==> src/rtl/pwm_sync_pkg.sv <==
package pwm_sync_pkg;
  localparam int PSW     = 4;
  localparam int PRE_MAX = 10;

  function automatic logic [PSW-1:0] clamp_sel(input logic [PSW-1:0] s);
    return (s > PSW'(PRE_MAX)) ? PSW'(PRE_MAX) : s;
  endfunction
endpackage

==> src/rtl/pwm_sync_ctrl.sv <==
module pwm_sync_ctrl #(
  parameter int NCH = 4
) (
  input  logic           clk,
  input  logic           rst_n,
  input  logic           sync_wr,
  input  logic [NCH-1:0] sync_mask,
  input  logic [NCH-1:0] en_set,
  input  logic [NCH-1:0] en_clr,
  output logic [NCH-1:0] en_q,
  output logic [NCH-1:0] sync_q,
  output logic [NCH-1:0] grp
);
  logic [NCH-1:0] set_v, clr_v;

  always_comb begin
    grp    = sync_q;
    grp[0] = |sync_q;
    set_v  = en_set | (en_set[0] ? grp : '0);
    clr_v  = en_clr | (en_clr[0] ? grp : '0);
  end

  always_ff @(posedge clk or negedge rst_n) begin
    if (!rst_n) begin
      en_q   <= '0;
      sync_q <= '0;
    end else begin
      en_q <= (en_q | set_v) & ~clr_v;
      if (sync_wr)
        sync_q <= (sync_q & en_q) | (sync_mask & ~en_q);
    end
  end
endmodule

==> src/rtl/pwm_timebase.sv <==
module pwm_timebase
  import pwm_sync_pkg::*;
#(
  parameter int CW = 16
) (
  input  logic           clk,
  input  logic           rst_n,
  input  logic           run,
  input  logic [PSW-1:0] pre_sel,
  input  logic [CW-1:0]  period,
  input  logic           center,
  output logic [CW-1:0]  cnt
);
  logic [PRE_MAX-1:0] pre_cnt, lim;
  logic [PSW-1:0]     sel_c;
  logic               down, tick;

  always_comb begin
    sel_c = clamp_sel(pre_sel);
    lim   = ~({PRE_MAX{1'b1}} << sel_c);
    tick  = (pre_cnt == lim);
  end

  always_ff @(posedge clk or negedge rst_n) begin
    if (!rst_n) begin
      pre_cnt <= '0;
      cnt     <= '0;
      down    <= 1'b0;
    end else if (!run) begin
      pre_cnt <= '0;
      cnt     <= '0;
      down    <= 1'b0;
    end else begin
      pre_cnt <= tick ? '0 : pre_cnt + 1'b1;
      if (tick) begin
        if (!center) begin
          down <= 1'b0;
          cnt  <= (cnt >= period) ? '0 : cnt + 1'b1;
        end else if (period == '0) begin
          down <= 1'b0;
          cnt  <= '0;
        end else if (!down) begin
          if (cnt >= period) begin
            down <= 1'b1;
            cnt  <= period - 1'b1;
          end else begin
            cnt <= cnt + 1'b1;
          end
        end else if (cnt == '0) begin
          down <= 1'b0;
          cnt  <= CW'(1);
        end else begin
          cnt <= cnt - 1'b1;
        end
      end
    end
  end
endmodule

==> src/rtl/pwm_sync_group.sv <==
module pwm_sync_group
  import pwm_sync_pkg::*;
#(
  parameter int NCH = 4,
  parameter int CW  = 16
) (
  input  logic              clk,
  input  logic              rst_n,
  input  logic              sync_wr,
  input  logic [NCH-1:0]    sync_mask,
  input  logic [NCH-1:0]    en_set,
  input  logic [NCH-1:0]    en_clr,
  input  logic [NCH*PSW-1:0] cfg_pre,
  input  logic [NCH*CW-1:0] cfg_prd,
  input  logic [NCH-1:0]    cfg_center,
  input  logic [NCH*CW-1:0] cfg_duty,
  output logic [NCH-1:0]    pwm_out,
  output logic [NCH-1:0]    en_status,
  output logic [NCH-1:0]    sync_grp
);
  logic [NCH-1:0] en_q, sync_q, grp, run_v;
  logic [CW-1:0]  tb_cnt [NCH];
  logic [CW-1:0]  cnt0;

  pwm_sync_ctrl #(.NCH(NCH)) u_ctrl (
    .clk(clk), .rst_n(rst_n), .sync_wr(sync_wr), .sync_mask(sync_mask),
    .en_set(en_set), .en_clr(en_clr), .en_q(en_q), .sync_q(sync_q), .grp(grp)
  );

  assign cnt0 = tb_cnt[0];

  // Channel 0 owns the shared timebase; members run on it, their own stays idle.
  for (genvar i = 0; i < NCH; i++) begin : g_ch
    logic [CW-1:0] cnt_sel;
    if (i == 0) begin : g_lead
      assign run_v[i] = en_q[0] | (|(en_q & grp));
      assign cnt_sel  = tb_cnt[0];
    end else begin : g_follow
      assign run_v[i] = en_q[i] & ~grp[i];
      assign cnt_sel  = grp[i] ? tb_cnt[0] : tb_cnt[i];
    end

    pwm_timebase #(.CW(CW)) u_tb (
      .clk(clk), .rst_n(rst_n), .run(run_v[i]),
      .pre_sel(cfg_pre[i*PSW +: PSW]), .period(cfg_prd[i*CW +: CW]),
      .center(cfg_center[i]), .cnt(tb_cnt[i])
    );

    assign pwm_out[i] = en_q[i] & (cnt_sel < cfg_duty[i*CW +: CW]);
  end

  assign en_status = en_q;
  assign sync_grp  = grp;
endmodule

==> config.mk <==
export PLATFORM = sky130hd
export DESIGN_NAME = pwm_sync_group
export DESIGN_NICKNAME = d
export VERILOG_FILES = /design/src/rtl/pwm_sync_pkg.sv /design/src/rtl/pwm_sync_ctrl.sv /design/src/rtl/pwm_timebase.sv /design/src/rtl/pwm_sync_group.sv
export SDC_FILE = /design/constraint.sdc
export NUM_CORES = 1
export LEC_CHECK = 0
export CORE_MARGIN = 2
export CORE_UTILIZATION = 45
export CTS_CLUSTER_DIAMETER = 50
export DETAILED_ROUTE_END_ITERATION = 10
export HOLD_SLACK_MARGIN = 0.03
export PLACE_DENSITY = 0.77
export SLEW_MARGIN = 30
export SYNTH_ARGS = -nofsm -noshare
export SYNTH_HDL_FRONTEND = slang
export SYNTH_SLANG_ARGS = --single-unit
export TNS_END_PERCENT = 5
==> constraint.sdc <==
create_clock -name clk -period 10.3 [get_ports clk]
set_input_delay 3.09 -clock clk [delete_from_list [all_inputs] [get_ports clk]]
set_output_delay 3.09 -clock clk [all_outputs]
set_load 0.01 [all_outputs]
# Word-level counts from Yosys, hierarchy flattened
# Index checks and enable logic that the tools add are counted.
dict set report word_totals {
  register_bits 116
  latch_bits 0
  mem_bits_rw 0
  romBits 0
  in_bits 163
  wordCells 166
  mem_count 0
}
dict set report classes {
  add_sub_neg 16
  multipliers 0
  n_div 0
  n_lt_le_gt_ge 12
  eq_ne 8
  shifts 4
  n_mux 77
  bitwise_logic 25
  n_reduce_logical 10
}
# cell n
set op_table {}
lappend op_table {{$mux 16} 35}
lappend op_table {{$logic_not 16->1} 8}
lappend op_table {{$sub 16x1->16 const B} 8}
lappend op_table {{$mux 10} 8}
lappend op_table {{$add 16x1->16 const B} 4}
lappend op_table {{$ge 16x16->1} 4}
lappend op_table {{$lt 16x16->1} 4}
lappend op_table {{$add 10x1->10 const B} 4}
lappend op_table {{$eq 10x10->1} 4}
lappend op_table {{$not 10->10} 4}
lappend op_table {{$shl 10x4->10 const A} 4}
lappend op_table {{$mux 1} 28}
lappend op_table {{$mux 4} 6}
lappend op_table {{$and 4x4->4} 4}
lappend op_table {{$gt 4x4->1 const B} 4}
lappend op_table {{$or 4x4->4} 4}
lappend op_table {{$ne 2x2->1 const B} 4}
lappend op_table {{$not 4->4} 2}
lappend op_table {{$reduce_or 4->1} 2}
lappend op_table {{$and 1x1->1} 7}
lappend op_table {{$not 1->1} 3}
lappend op_table {{$or 1x1->1} 1}

# Longest topological paths before layout
dict set report logic_depth {
  ltp_word 7
  depth_mapped 12
  ltp_nobuf 10
}

# By module
# A second synthesis with hierarchy kept.
dict set report unflattened {
  hier_cells 2039
  area_unflattened_um2 15551.2
}
# module instances cells_each area_each_um2
set modules_own_cells {}
lappend modules_own_cells {{pwm_timebase at g_ch[0].u_tb ...} 3 435 3248.1}
lappend modules_own_cells {{pwm_timebase at g_ch[3].u_tb} 1 432 3291.9}
lappend modules_own_cells {pwm_sync_group 1 274 2162.1}
lappend modules_own_cells {pwm_sync_ctrl 1 28 352.8}

# Least setup slack after synthesis
# No wires, ideal clock.
dict set report synth_path {
  path_kind {input port to output port}
  from {input cfg_duty[1]}
  to {output pwm_out[0]}
  arrival_ps 4501
  required_ps 7210
  slack_ps 2709
  path_stages 8
  n_path_buf 0
  cell_sequence {inv_1 ha_1 a21o_1 a21o_1 a21oi_1 o21ai_0 a221o_1 a31oi_1}
}
dict set report synth_between {
  elab_chain_cells 2
}
# element line_no
set synth_lines {}
lappend synth_lines {{start: declaration} pwm_sync_group.sv:16} ;# input logic [NCH*CW-1:0] cfg_duty,
lappend synth_lines {{$lt 16x16->1} pwm_sync_group.sv:49} ;# assign pwm_out[i] = en_q[i] & (cnt_sel < cfg_duty[i*CW +: CW]);
lappend synth_lines {{$and 1x1->1} pwm_sync_group.sv:49}
lappend synth_lines {{end: declaration} pwm_sync_group.sv:17} ;# output logic [NCH-1:0] pwm_out,
# No other way between the ends.

# Final worst setup path
# Same ends and word-level chain as after synthesis.

==> flow_summary_export.csv <==
group,metric,value,unit
yosys,yosysSeqAreaShare,19.11,%
yosys,syn-cell-area,15190,µm²
placed_design,place_hpwl,37620,µm
yosys,yosys.area.top_type,"dfrtp_1",
sta,rsz0062_at_grt,"no",
yosys,synth_fa_ha_area_share,12.26,%
global_route,first_global_vias,15458,
worst_setup_path,cp_slowest_cell,"clkdlybuf4s50_1",
layout,fill_cells,3201,
clock_network,cts_buffer_depth,2,
worst_setup_path,end_kind,"output pin",
sta,holdWs,0.5353,ns
route,drc,0,
worst_setup_path,crit_end,"pwm_out[0]",
worst_setup_path,cp-startpoint,"cfg_duty[1]",
sta,tightest_slew,0.9105,ns
global_route,grt_pass1_wl,80380,µm
yosys,synth_most_common_cell,"nand2_1",
yosys,synth_compound_area_share,21.17,%
yosys,synth_xor_area_share,8.824,%
worst_setup_path,crit_arrival,5.72,ns
route,routedWlPerCell,19.64,µm
worst_setup_path,path_max_fanout,1,
global_route,grt-ovfl-total,0,
yosys,syn_nets,2339,
yosys,synth_top_family_by_area,"simple AND/OR/NAND/NOR gates",
worst_setup_path,r2r_slack,6.48,ns
sta,setup_viol,0,
worst_setup_path,cp_cell_sequence,"clkdlybuf4s50_1 > inv_1 > ha_1 > a21o_1 > a21o_1 > a21oi_1 > o21ai_0 > a221o_1 > a31oi_1 > clkdlybuf4s50_1",
yosys,ys_ff_latch,116,
outcome,outcome,"complete, no violations",
yosys,ys.flop_type,"dfrtp_1",
floorplanning,fp.dieH,187.7,µm
sta,fmax,0.1136,GHz
yosys,muxShareOfSynthArea,4.103,%
worst_setup_path,r2r-end,"g_ch[1].u_tb.cnt[5]",
global_route,grt_max_degree,61,
worst_setup_path,crit_path_max_incr_delay,0.56,ns
yosys,syn_inst,2028,
layout,nets,2422,
worst_setup_path,r2r_start,"g_ch[1].u_tb.cnt[0]",
route,num_vias,16173,
route,dr.pass1.iters,6,
clock_network,clock-sinks,116,
yosys,synth.area.top_cells,"dfrtp_1 19%, ha_1 12%, xnor2_1 5.5%",
clock_network,clock_latency,0.43,ns
sta,slew_violations,0,
yosys,async_flop_share,100.0,%
clock_network,tritoncts,"built",
yosys,synth_top_area_share,19.11,%
min_path,hp-class,"reg2reg",
layout,antenna_cells,0,
clock_network,post-cts-setup-buffer-count,0,
worst_setup_path,startpoint_type,"primary input",
floorplanning,die_area,35240,µm²
yosys,synth-simple-area-share,26.99,%
clock_network,cts-hold-fix-buffers,0,
run,max-cap-violations,0,
layout,drive_above_1_share,5.697,%
global_route,grt_use_total,27.87,%
placed_design,globalplace.congestion,0.9511,
route,wirelength,50510,µm
sta,maxSlewHeadroom,39.08,%
clock_network,ctsHtreeMaxLevel,4,
power_and_ir_drop,ir_worst_vdd,125.3,µV
yosys,synth-edff-count,0,
worst_setup_path,cp.required,7.21,ns
clock_network,clk_pin_slew_worst_paths,0.06,ns
route,avgViaCountPerCell,6.288,
layout,regArea,2904,µm²
sta,post-route-period-util,85.49,%
floorplanning,chipWidth,187.7,µm
placed_design,dp_cells,2540,
floorplanning,initial_core_util,45.52,%
placed_design,port_buffers,174,
clock_network,cts-resized-gates,0,
floorplanning,num_io_pins,175,
global_route,antenna_found_initial,0,
layout,multiInputGateArea,11170,µm²
floorplanning,num_rows,67,
floorplanning,coreArea,33360,µm²
yosys,synth_common_cells,"172 x nand2_1, 163 x inv_1, 148 x ha_1, 146 x nor2_1, 116 x dfrtp_1",
worst_setup_path,r2r_cells,9,
worst_setup_path,critPathKind,"in2out",
yosys,synth.distinct_cells,90,
sta,finalHoldViolCount,0,
layout,area_growth,16.49,%
sta,setup-tns-final,0,ns
route,drt_iter0_markers,1764,
layout,fin_cells,2572,
clock_network,clockRootBuffer,"clkbuf_16",
yosys,synth_warnings,0,
sta,fin_crit,8.806,ns
sta,skew,0.01218,ns
power_and_ir_drop,cellPowerDensity,77.92,nW/µm²
clock_network,numCtsBuffers,17,
power_and_ir_drop,leakagePower,7.696,nW
yosys,avgSynthCellArea,7.489,µm²
route,antenna_left,0,
## layout by cell type, fill, tap and decap left out, drive strengths merged, types with 13 or more instances in the layout
| cell | Yosys | layout |
|---|---|---|
| clkbuf | 109 | 19 |
| nand4 | 45 | 45 |
| mux2 | 42 | 42 |
| nor2 | 146 | 146 |
| or4 | 20 | 20 |
| a211oi | 26 | 26 |
| xnor2 | 96 | 96 |
| a31oi | 24 | 24 |
| and3 | 30 | 30 |
| o211ai | 19 | 19 |
| buf | 17 | 17 |
| and2 | 17 | 17 |
| o31ai | 36 | 36 |
| nand3 | 109 | 109 |
| nor4 | 44 | 44 |
| clkdlybuf4s50 | 0 | 173 |
| nor2b | 33 | 33 |
| o21ai | 100 | 100 |
| a211o | 13 | 13 |
| inv | 163 | 164 |
| nand2b | 21 | 21 |
| mux2i | 15 | 15 |
| o311ai | 16 | 16 |
| nor3 | 75 | 75 |
| or3 | 23 | 23 |
| nand2 | 172 | 172 |
| dfrtp | 116 | 116 |
| a21o | 18 | 18 |
| ha | 148 | 148 |
| a21oi | 105 | 105 |
| xor2 | 57 | 57 |
## critical path: cells and delay by family
| kind | cells | cell delay (ns) |
|---|---|---|
| adders and majority gates | 1 | 0.28 |
| AOI/OAI and AO/OA | 6 | 1.31 |
| buffers and inverters | 3 | 1.05 |
## metal layers
layer / vias to the layer above / GRT usage, % / part of all wire [%]
met5: - / 0 / 0
li1: 7578 / - / -
met2: 796 / 45.16 / 46
met1: 7657 / 36.66 / 42
met3: 142 / 4.024 / 7.8
met4: 0 / 12.87 / 3.8
## sequential cells by signal, indices dropped and copies added (netlist names), named ones only
| name | count |
|---|---|
| g_ch.u_tb.pre_cnt | 40 |
| u_ctrl.en_q | 4 |
| g_ch.u_tb.cnt | 64 |
| g_ch.u_tb.down | 4 |
## cell type report
cell class / count / share of cell area, %
clock inverters: 13 / 0.7567
repair buffers: 190 / 10.51
inverters: 166 / 3.522
multi-input cells: 1620 / 63.13
clock buffers: 19 / 2.504
well taps: 448 / 3.168
flip-flops and latches: 116 / 16.41
## power by group
part / total (mW) / internal (mW) / switching (mW)
Sequential: 0.491 / 0.466 / 0.0243
Combinational: 0.289 / 0.132 / 0.157
Clock: 0.599 / 0.361 / 0.238
## through the flow
stage               area [µm²]  setup WS [ns]  util (%)  total power [mW]
global route             17690          1.333     53.03             1.430
floorplan                15190          2.709         -            0.6418
detailed placement       17110          1.484     51.27            0.7840
global placement         17100          1.497     51.26            0.7755
CTS                      17680          1.479     53.00             1.379
finish                   17690          1.494     53.03             1.379
## worst min path at each step
stage / from / depth (start not counted) / to
floorplan: register / 1 / register
global placement: g_ch[3].u_tb.pre_cnt[0] / 1 / g_ch[3].u_tb.pre_cnt[0]
detailed placement: g_ch[3].u_tb.pre_cnt[0] / 1 / g_ch[3].u_tb.pre_cnt[0]
CTS: g_ch[3].u_tb.pre_cnt[0] / 1 / g_ch[3].u_tb.pre_cnt[0]
global route: g_ch[3].u_tb.pre_cnt[0] / 1 / g_ch[3].u_tb.pre_cnt[0]
finish: g_ch[3].u_tb.pre_cnt[0] / 1 / g_ch[3].u_tb.pre_cnt[0]
## cell families (layout without fill, tap and decap cells)
kind of cell	Yosys count	count (layout)
flops	116	116
xor+xnor	153	153
simple gates	788	788
compound gates	473	473
mux	57	57
buf+inv	292	388
fa+ha+maj	149	149
Power figures use the tool's default switching activity.
